$ cat src/rtl/tmu_pkg.sv
package tmu_pkg;

  localparam int OFF_OUTCTL = 0;
  localparam int OFF_START  = 4;
  localparam int CH_FIRST   = 8;
  localparam int CH_STRIDE  = 12;
  localparam int CAPT_CH    = 2;
  localparam int MAX_DIV    = 1024;

  localparam int CTL_IE   = 5;
  localparam int CTL_CAPC = 6;
  localparam int CTL_FLAG = 8;

  typedef enum logic [1:0] {
    REG_CONST = 2'd0,
    REG_COUNT = 2'd1,
    REG_CTRL  = 2'd2,
    REG_CAPT  = 2'd3
  } chreg_e;

  function automatic int ch_base(int n);
    return CH_FIRST + CH_STRIDE * n;
  endfunction

  function automatic int ch_span(int n);
    return (n == CAPT_CH) ? CH_STRIDE + 4 : CH_STRIDE;
  endfunction

  function automatic int presc_div(logic [2:0] sel);
    if (sel >= 3'd4) return MAX_DIV;
    return 4 << (2 * int'(sel));
  endfunction

endpackage

$ cat src/rtl/tmu_decode.sv
module tmu_decode
  import tmu_pkg::*;
#(
  parameter int ADDR_W     = 8,
  parameter int NCH        = 3,
  parameter bit HAS_OUTCTL = 1'b1
) (
  input  logic [ADDR_W-1:0] addr_i,
  output logic              hit_oc_o,
  output logic              hit_start_o,
  output logic [NCH-1:0]    hit_ch_o,
  output chreg_e            reg_o,
  output logic              illegal_o
);

  logic aligned;

  always_comb begin
    aligned     = (addr_i[1:0] == 2'b00);
    hit_oc_o    = HAS_OUTCTL && aligned && (addr_i == ADDR_W'(OFF_OUTCTL));
    hit_start_o = aligned && (addr_i == ADDR_W'(OFF_START));
    hit_ch_o    = '0;
    reg_o       = REG_CONST;
    for (int n = 0; n < NCH; n++) begin
      if (aligned && (int'(addr_i) >= ch_base(n)) &&
          (int'(addr_i) < ch_base(n) + ch_span(n))) begin
        hit_ch_o[n] = 1'b1;
        reg_o       = chreg_e'(2'((int'(addr_i) - ch_base(n)) >> 2));
      end
    end
    illegal_o = !(hit_oc_o || hit_start_o || (|hit_ch_o));
  end

endmodule

$ cat src/rtl/tmu_channel.sv
module tmu_channel
  import tmu_pkg::*;
#(
  parameter int DATA_W   = 32,
  parameter bit HAS_CAPT = 1'b0
) (
  input  logic              clk,
  input  logic              rst_n,
  input  logic              run_i,
  input  logic              wr_i,
  input  chreg_e            reg_i,
  input  logic [DATA_W-1:0] wdata_i,
  output logic [DATA_W-1:0] rdata_o,
  output logic              irq_o
);

  localparam int PRE_W = $clog2(MAX_DIV);

  logic [DATA_W-1:0] konst_q, cnt_q, capt_q, ctl_view;
  logic [2:0]        sel_q;
  logic              ie_q, flag_q;
  logic [1:0]        capc_q;
  logic [PRE_W-1:0]  pre_q, pre_last;

  logic wr_konst, wr_cnt, wr_ctrl, wr_capt;
  logic tick, underflow;

  assign wr_konst  = wr_i && (reg_i == REG_CONST);
  assign wr_cnt    = wr_i && (reg_i == REG_COUNT);
  assign wr_ctrl   = wr_i && (reg_i == REG_CTRL);
  assign wr_capt   = wr_i && (reg_i == REG_CAPT);
  assign pre_last  = PRE_W'(presc_div(sel_q) - 1);
  assign tick      = run_i && (pre_q == pre_last);
  assign underflow = tick && (cnt_q == '0);

  always_ff @(posedge clk or negedge rst_n) begin
    if (!rst_n)                        pre_q <= '0;
    else if (!run_i || wr_ctrl || tick) pre_q <= '0;
    else                               pre_q <= pre_q + 1'b1;
  end

  always_ff @(posedge clk or negedge rst_n) begin
    if (!rst_n)         cnt_q <= '1;
    else if (wr_cnt)    cnt_q <= wdata_i;
    else if (underflow) cnt_q <= konst_q;
    else if (tick)      cnt_q <= cnt_q - 1'b1;
  end

  always_ff @(posedge clk or negedge rst_n) begin
    if (!rst_n) begin
      konst_q <= '1;
      sel_q   <= '0;
      ie_q    <= 1'b0;
      flag_q  <= 1'b0;
    end else begin
      if (wr_konst) konst_q <= wdata_i;
      if (wr_ctrl) begin
        sel_q <= wdata_i[2:0];
        ie_q  <= wdata_i[CTL_IE];
      end
      flag_q <= ((wr_ctrl ? wdata_i[CTL_FLAG] : 1'b1) & flag_q) | underflow;
    end
  end

  generate
    if (HAS_CAPT) begin : g_capt
      always_ff @(posedge clk or negedge rst_n) begin
        if (!rst_n) begin
          capt_q <= '0;
          capc_q <= '0;
        end else begin
          if (wr_capt) capt_q <= wdata_i;
          if (wr_ctrl) capc_q <= wdata_i[CTL_CAPC+1:CTL_CAPC];
        end
      end
    end else begin : g_nocapt
      assign capt_q = '0;
      assign capc_q = '0;
    end
  endgenerate

  always_comb begin
    ctl_view                        = '0;
    ctl_view[2:0]                   = sel_q;
    ctl_view[CTL_IE]                = ie_q;
    ctl_view[CTL_CAPC+1:CTL_CAPC]   = capc_q;
    ctl_view[CTL_FLAG]              = flag_q;
    case (reg_i)
      REG_CONST: rdata_o = konst_q;
      REG_COUNT: rdata_o = cnt_q;
      REG_CTRL:  rdata_o = ctl_view;
      default:   rdata_o = capt_q;
    endcase
  end

  assign irq_o = flag_q && ie_q;

  assert_hold_idle_R6: assert property (@(posedge clk) disable iff (!rst_n)
    (!run_i && !wr_cnt) |=> $stable(cnt_q));

  assert_reload_R5: assert property (@(posedge clk) disable iff (!rst_n)
    (underflow && !wr_cnt) |=> (cnt_q == $past(konst_q)) && flag_q);

  assert_step_R5: assert property (@(posedge clk) disable iff (!rst_n)
    (tick && (cnt_q != '0) && !wr_cnt) |=> (cnt_q == $past(cnt_q) - 1'b1));

endmodule

$ cat src/rtl/tmu_unit.sv
module tmu_unit
  import tmu_pkg::*;
#(
  parameter int NCH        = 3,
  parameter bit HAS_OUTCTL = 1'b1,
  parameter int DATA_W     = 32,
  parameter int ADDR_W     = 8
) (
  input  logic              clk,
  input  logic              rst_n,
  input  logic              wr_i,
  input  logic              rd_i,
  input  logic [ADDR_W-1:0] addr_i,
  input  logic [DATA_W-1:0] wdata_i,
  output logic [DATA_W-1:0] rdata_o,
  output logic              err_o,
  output logic              outctl_o,
  output logic [NCH-1:0]    irq_o
);

  logic           hit_oc, hit_start, acc_illegal;
  logic [NCH-1:0] hit_ch;
  chreg_e         reg_sel;

  logic           start_bad, wr_reject, wr_ok, start_wr;
  logic [NCH-1:0] start_q;
  logic           oc_q;
  logic [DATA_W-1:0] rd_view;
  logic [DATA_W-1:0] ch_rd [NCH];

  tmu_decode #(.ADDR_W(ADDR_W), .NCH(NCH), .HAS_OUTCTL(HAS_OUTCTL)) u_dec (
    .addr_i     (addr_i),
    .hit_oc_o   (hit_oc),
    .hit_start_o(hit_start),
    .hit_ch_o   (hit_ch),
    .reg_o      (reg_sel),
    .illegal_o  (acc_illegal)
  );

  assign start_bad = hit_start && (NCH < 3) && wdata_i[2];
  assign wr_reject = wr_i && (acc_illegal || start_bad);
  assign wr_ok     = wr_i && !wr_reject;
  assign start_wr  = wr_ok && hit_start;

  always_ff @(posedge clk or negedge rst_n) begin
    if (!rst_n)        start_q <= '0;
    else if (start_wr) start_q <= wdata_i[NCH-1:0];
  end

  generate
    if (HAS_OUTCTL) begin : g_oc
      always_ff @(posedge clk or negedge rst_n) begin
        if (!rst_n)                  oc_q <= 1'b0;
        else if (wr_ok && hit_oc)    oc_q <= wdata_i[0];
      end
    end else begin : g_nooc
      assign oc_q = 1'b0;
    end
  endgenerate

  assign outctl_o = oc_q;

  for (genvar n = 0; n < NCH; n++) begin : g_ch
    tmu_channel #(.DATA_W(DATA_W), .HAS_CAPT(n == CAPT_CH)) u_ch (
      .clk    (clk),
      .rst_n  (rst_n),
      .run_i  (start_q[n]),
      .wr_i   (wr_ok && hit_ch[n]),
      .reg_i  (reg_sel),
      .wdata_i(wdata_i),
      .rdata_o(ch_rd[n]),
      .irq_o  (irq_o[n])
    );
  end

  always_comb begin
    rd_view = '0;
    if (hit_oc)    rd_view[0] = oc_q;
    if (hit_start) rd_view[NCH-1:0] = start_q;
    for (int n = 0; n < NCH; n++) begin
      if (hit_ch[n]) rd_view = ch_rd[n];
    end
  end

  always_ff @(posedge clk or negedge rst_n) begin
    if (!rst_n) begin
      rdata_o <= '0;
      err_o   <= 1'b0;
    end else begin
      if (rd_i) rdata_o <= acc_illegal ? '0 : rd_view;
      err_o <= (rd_i && acc_illegal) || wr_reject;
    end
  end

  assert_one_target_R4: assert property (@(posedge clk) disable iff (!rst_n)
    $onehot0({hit_oc, hit_start, hit_ch}));

  assert_err_needs_access_R7: assert property (@(posedge clk) disable iff (!rst_n)
    !(wr_i || rd_i) |=> !err_o);

  assert_illegal_read_zero_R7: assert property (@(posedge clk) disable iff (!rst_n)
    (rd_i && acc_illegal) |=> (rdata_o == '0) && err_o);

  assert_start_stable_R3: assert property (@(posedge clk) disable iff (!rst_n)
    !start_wr |=> $stable(start_q));

  if (NCH < 3) begin : g_two_chk
    assert_no_third_run_R11: assert property (@(posedge clk) disable iff (!rst_n)
      (wr_i && hit_start && wdata_i[2]) |=> err_o && $stable(start_q));
  end

endmodule

$ cat config.mk
export PLATFORM = sky130hd
export DESIGN_NAME = tmu_unit
export DESIGN_NICKNAME = d
export VERILOG_FILES = /design/src/rtl/tmu_pkg.sv /design/src/rtl/tmu_decode.sv /design/src/rtl/tmu_channel.sv /design/src/rtl/tmu_unit.sv
export SDC_FILE = /design/constraint.sdc
export NUM_CORES = 1
export LEC_CHECK = 0
export BUFFER_PORTS_ARGS = -buffer_cell sky130_fd_sc_hd__buf_2
export CORE_AREA = 2 2 201 203
export DETAILED_ROUTE_END_ITERATION = 12
export DIE_AREA = 0 0 203 205
export SETUP_SLACK_MARGIN = 0.05
export SYNTH_ARGS = -nofsm -noshare
export SYNTH_HDL_FRONTEND = slang
export SYNTH_SLANG_ARGS = --single-unit
$ cat constraint.sdc
create_clock -name clk -period 3.9 [get_ports clk]
set_input_delay 0.78 -clock clk [delete_from_list [all_inputs] [get_ports clk]]
set_output_delay 0.78 -clock clk [all_outputs]
set_load 0.02 [all_outputs]
# After elaboration in Yosys (flattened, before gate mapping)
# Cells that the tools add are included.
# classes
bitwise,6
n_eq_ne,7
add_sub_neg,12
shifts,3
mux,36
n_reduce_logical,59
magnitude_cmp,9
# op_table
cell,count
$mux W32,13
$pmux W32 S3,3
$logic_not A32 Y1,3
$sub A32 B1 Y32 const B,3
$mux W10,6
$logic_and A1 B1 Y1,35
$add A10 B1 Y10 const B,3
$eq A10 B10 Y1,3
$shl A3 B4 Y10 const A,3
$sub A10 B2 Y10 const B,3
$lt A8 B6 Y1 const B,2
$mux W1,10
$ge A3 B3 Y1 const B,3
$logic_or A1 B1 Y1,9
$reduce_bool A3 Y1,3
$eq A8 B3 Y1 const B,1
$ge A8 B4 Y1 const B,1
$ge A8 B5 Y1 const B,1
$ge A8 B6 Y1 const B,1
$logic_not A8 Y1,1
$lt A8 B5 Y1 const B,1
$mux W2,3
$logic_not A1 Y1,5
$eq A2 B2 Y1 const B,2
9 further kinds,14
# totals
inputBits,44
output_inout_bits,37
regBits,308
elab_cells,156

# Logic depth before layout (Yosys ltp)
# logic_depth
depth_word,15
mapped_depth,13
depth_no_buf,9

# Cells and area by module
# Synthesis repeated with hierarchy kept, for this count alone.
# hier_totals
hier_cells,1830
area_unflattened_um2,18480.2
# by_module_without_submodules
module,area_each_um2,n_inst,seq_area_each_um2,cells_each
tmu_channel (g_ch[0].u_ch ...),4899.7,2,2057.0,517
tmu_channel (g_ch[2].u_ch),6432.4,1,2907.8,584
tmu_unit,2038.2,1,925.9,184
tmu_decode,210.2,1,0.0,28

# Least setup slack after synthesis
# Ideal clock, no wire load.
# synth_timing
path_kind,input to register
from,input port addr_i[2]
to,register g_ch[1].u_ch.konst_q[17]
arrival_ns,3.360
t_required_ns,3.818
cell_stages,11
setup_ns,0.082
path_buffers,4
path_slack_ns,0.458
cell_sequence,clkbuf_1 inv_1 ha_1 nor2b_1 clkbuf_1 o2111ai_1 nand2_1 nor3_1 buf_2 buf_2 mux2_2
# synth_via
elab_chain_cells,12
elab_cells_between_ends,35
classes_between,add/sub: 3; order compare: 6; eq/ne: 1; mux: 6; reduce/logical: 19
# synth_lines
element,line,rtl
start: declaration,tmu_unit.sv:13,"input logic [ADDR_W-1:0] addr_i,"
"$ge A8 B4 Y1, or another cell as far along",tmu_decode.sv:25,if (aligned && (int'(addr_i) >= ch_base(n)) &&
$logic_and A1 B1 Y1 (2 in a row),tmu_decode.sv:25,
$mux W1,tmu_decode.sv:25,
$reduce_or A3 Y1,tmu_decode.sv:31,illegal_o = !(hit_oc_o || hit_start_o || (|hit_ch_o));
$logic_or A1 B1 Y1,tmu_decode.sv:31,
$logic_not A1 Y1,tmu_decode.sv:31,
$logic_and A1 B1 Y1,tmu_unit.sv:41,assign wr_reject = wr_i && (acc_illegal || start_bad);
$logic_not A1 Y1,tmu_unit.sv:42,assign wr_ok = wr_i && !wr_reject;
$logic_and A1 B1 Y1,tmu_unit.sv:42,
$logic_and A1 B1 Y1,tmu_unit.sv:68,".wr_i (wr_ok && hit_ch[n]),"
$logic_and A1 B1 Y1 *,tmu_channel.sv:28,assign wr_konst = wr_i && (reg_i == REG_CONST);
end signal: assignment,tmu_channel.sv:56,if (wr_konst) konst_q <= wdata_i;
end: declaration,tmu_channel.sv:19,"logic [DATA_W-1:0] konst_q, cnt_q, capt_q, ctl_view;"
# Every way passes the cells marked *; elsewhere a longest branch is shown, timed or not.
# A chain may end at the register's enable or synchronous reset.

# Worst setup path after layout
# layout_timing
from,register g_ch[2].u_ch.sel_q[1]
to,register g_ch[2].u_ch.cnt_q[30]
# layout_via
elab_chain_cells,9
elab_cells_between_ends,11
classes_between,add/sub: 1; order compare: 1; eq/ne: 1; shift: 1; mux: 4; reduce/logical: 3
# layout_lines
element,line,rtl
start: declaration,tmu_channel.sv:20,logic [2:0] sel_q;
start signal: assignment,tmu_channel.sv:58,sel_q <= wdata_i[2:0];
$ge A3 B3 Y1,tmu_pkg.sv:30,if (sel >= 3'd4) return MAX_DIV;
$mux W1,tmu_pkg.sv:30,
$mux W10 *,tmu_pkg.sv:31,return 4 << (2 * int'(sel));
$sub A10 B2 Y10 *,tmu_channel.sv:32,assign pre_last = PRE_W'(presc_div(sel_q) - 1);
$eq A10 B10 Y1 *,tmu_channel.sv:33,assign tick = run_i && (pre_q == pre_last);
$logic_and A1 B1 Y1 *,tmu_channel.sv:33,
$logic_and A1 B1 Y1,tmu_channel.sv:34,assign underflow = tick && (cnt_q == '0);
$mux W32,tmu_channel.sv:45,else if (underflow) cnt_q <= konst_q;
$mux W32,tmu_channel.sv:44,else if (wr_cnt) cnt_q <= wdata_i;
end signal: assignment,tmu_channel.sv:44,
end signal: assignment,tmu_channel.sv:45,
end signal: assignment,tmu_channel.sv:46,else if (tick) cnt_q <= cnt_q - 1'b1;
end: declaration,tmu_channel.sv:19,
# Marked as above.

==> out/qor.yml <==
run_status:
  outcome: "complete, no violations"
cells_and_area:
  finalNetCount: 1907
  drive_gt1_share_pct: 32.48
  mostFrequentLayoutCells: "dfstp_2 (192), mux2_2 (168), nor2_1 (166), nand2_1 (146), dfrtp_1 (116)"
  final_cell_area_um2: 20090
  final_cells: 2406
  diodes: 0
  layout_commonest_cell: "dfstp_2"
  syn_to_final_growth_pct: 14.27
  fin_util_pct: 51.04
sta:
  setup_viol: 0
  tns_ns: 0
  finalCritPeriodShare_pct: 92.64
  max_freq_ghz: 0.2768
  fin_ws_ns: 0.2872
  rsz0062_at_grt: "false"
  period_needed_ns: 3.613
  slew_violations: 0
  hold_slack_ns: 0.2042
  slew_headroom_pct: 22.32
  skew_ns: 0.03094
  max_slew.worst_pin.slew_ns: 1.165
  hold_viol_final: 0
yosys:
  synth_top_family_by_area: "compound AO/OA/AOI/OAI gates"
  synth-xor-area-share_pct: 1.943
  synth_area_per_cell_um2: 9.807
  synth_ff_type: "dfstp_2"
  synth_compound_area_share_pct: 18.18
  synth-seq-cells: 308
  async_flop_share_pct: 100.0
  synth_nets: 1848
  syn_area_um2: 17580
  syn-instance-count: 1793
  synth_warnings: 0
  synthDistinctLibCells: 79
  synth_edf_count: 0
  synth_simple_gate_area_share_pct: 17.32
  synth_mux_area_share_pct: 12.92
  ys_seq_area_share_pct: 45.20
  synthAdderAreaFrac_pct: 0.7828
cts:
  holdBufCountCts: 0
  cts_setup_buffers: 0
  clkTransAtPathRegs_ns: 0.06
  worstSkewPairLatency_ns: 0.56
  clk_path_buf_depth: 3
  numCtsBuffers: 37
  clockRootBuffer: "clkbuf_16"
  cts_resized: 0
  cts_tree: "yes"
  cts.sinks: 308
  h-tree-depth: 2
floorplan:
  rows: 73
  coreArea_um2: 39370
  die_height_um: 205
  start_util_pct: 44.67
  die_area_um2: 41620
  top_level_ports: 81
  die_w_um: 203
critical_path:
  worstPathRequired_ns: 4.39
  crit_top_cell: "or4_1"
  reg2reg_to: "g_ch[2].u_ch.cnt_q[30]$_DFFE_PN1P_"
  ff2ff_path_depth: 8
  crit_arrival_ns: 4.10
  critical_path.slowest_cell: "or4_4"
  end_kind: "flop"
  critPathKind: "flop to flop"
  path_cells: "or3_1, ha_1, xnor2_1, or4_1, a211o_1, or4_4, or4_1, a31oi_1"
  startpoint_type: "flop"
  path_max_fanout: 8
  worstReg2RegStart: "g_ch[2].u_ch.sel_q[1]$_DFFE_PN0P_"
  regToRegSetupSlack_ns: 0.29
  slowest_delay_ns: 0.61
placement:
  routabilityCongestion: 0.9136
  port_buffers: 80
  pre_cts_ws_ns: 0.2326
  dpl.cell_count: 2338
  hpwl_um: 39770
  dpl_cell_area_um2: 18870
global_routing:
  grt_usage_pct: 28.00
  grt_overflow_total: 0
  grt_first_pass_wirelength_um: 89780
  grt_pass1_vias: 14777
  antenna_found_initial: 1
  grt_max_degree: 85
power_and_ir_drop:
  fin_total_pwr_mw: 7.757
  ir_worst_vdd_mv: 0.2753
  p_leak_nw: 8.163
  p_per_area_nw_per_um2: 386.1
route:
  antenna_left: 0
  drt-total-wl_um: 57920
  dr_total_vias: 15201
  wire_per_inst_um: 24.07
  initialDrtViolationCount: 1397
  vias_per_cell: 6.318
  drt-pass1-iter-count: 6
  drc: 0
job:
  cap_violations: 0
worst_hold_path:
  holdCritPathClass: "input pin to async pin"
## layer usage
metal  wire length (um)  vias to the layer above  GRT usage [%]
li1                   -                     6841              -
met1              25790                     7687          39.21
met3               3664                      107          3.452
met5                  0                        -              0
met2              26900                      566          45.01
met4               1562                        0          9.385
## logic make-up after synthesis
kind of cell    after synthesis
xor+xnor                     39
simple gates                612
flops                       308
mux                         206
fa+ha+maj                    11
buf+inv                     162
compound gates              455
## layout make-up
class                   count  area, um2
clock buffers              58       1095
clock inverters            10      125.1
fillers                  3650      19270
inverters                  33      123.9
multi-input cells        1323       9065
flip-flops and latches    308       7948
well taps                 525      656.9
repair buffers            149       1079
## worst max-delay path: cells and delay by family (launching register included)
kind	cells	cell delay, ns
and+or+nand+nor	4	2.11
AOI/OAI and AO/OA	2	0.56
DFF	1	0.44
adders and majority gates	1	0.32
xor gates and xnor gates	1	0.12
## flip-flops by register name (all words and copies together) (netlist names)
| name | count |
|---|---|
| g_ch.u_ch.capc_q | 2 |
| g_ch.u_ch.sel_q | 9 |
| g_ch.u_ch.flag_q | 3 |
| rdata_o | 32 |
| g_ch.u_ch.cnt_q | 96 |
| g_ch.u_ch.capt_q | 32 |
| g_ch.u_ch.konst_q | 96 |
| g_ch.u_ch.pre_q | 30 |
| outctl_o | 1 |
| start_q | 3 |
| err_o | 1 |
| g_ch.u_ch.ie_q | 3 |
## report_power, final
| group | total (mW) | internal (mW) | switching, mW |
|---|---|---|---|
| clock | 3.49 | 2.07 | 1.42 |
| sequential | 3.62 | 3.47 | 0.158 |
| combinational | 0.646 | 0.255 | 0.391 |
## how the worst max path moves through the flow
stage / from / end / slack [ns]
floorplan: addr_i[2] / g_ch[1].u_ch.konst_q[17]$_DFFE_PN1P_ / 0.46
global placement: addr_i[3] / rdata_o[10]$_DFFE_PN0P_ / 0.24
detailed placement: addr_i[3] / g_ch[1].u_ch.pre_q[9]$_DFF_PN0_ / 0.23
CTS: g_ch[2].u_ch.sel_q[1]$_DFFE_PN0P_ / g_ch[2].u_ch.cnt_q[30]$_DFFE_PN1P_ / 0.30
global route: g_ch[2].u_ch.sel_q[0]$_DFFE_PN0P_ / g_ch[2].u_ch.cnt_q[4]$_DFFE_PN1P_ / 0.1
finish: g_ch[2].u_ch.sel_q[1]$_DFFE_PN0P_ / g_ch[2].u_ch.cnt_q[30]$_DFFE_PN1P_ / 0.29
## cell usage after synthesis (24+ instances only)
cell type | count | area, um2
o31ai_1 | 27 | 202.7
nand2_1 | 147 | 551.8
a21oi_1 | 71 | 355.3
dfrtp_1 | 116 | 2903
a221oi_1 | 31 | 271.5
nor3_1 | 38 | 190.2
o211ai_1 | 24 | 180.2
mux2i_1 | 38 | 380.4
or4_1 | 38 | 285.3
inv_1 | 33 | 123.9
nor4_1 | 35 | 219.0
or3_1 | 31 | 193.9
clkbuf_1 | 99 | 371.6
xor2_1 | 25 | 219.0
nand3_1 | 62 | 310.3
o21ai_0 | 90 | 450.4
mux2_2 | 168 | 1892
nor2_1 | 168 | 630.6
dfstp_2 | 192 | 5045
a31oi_1 | 50 | 312.8
No activity file was read; power rests on OpenSTA's default activity.
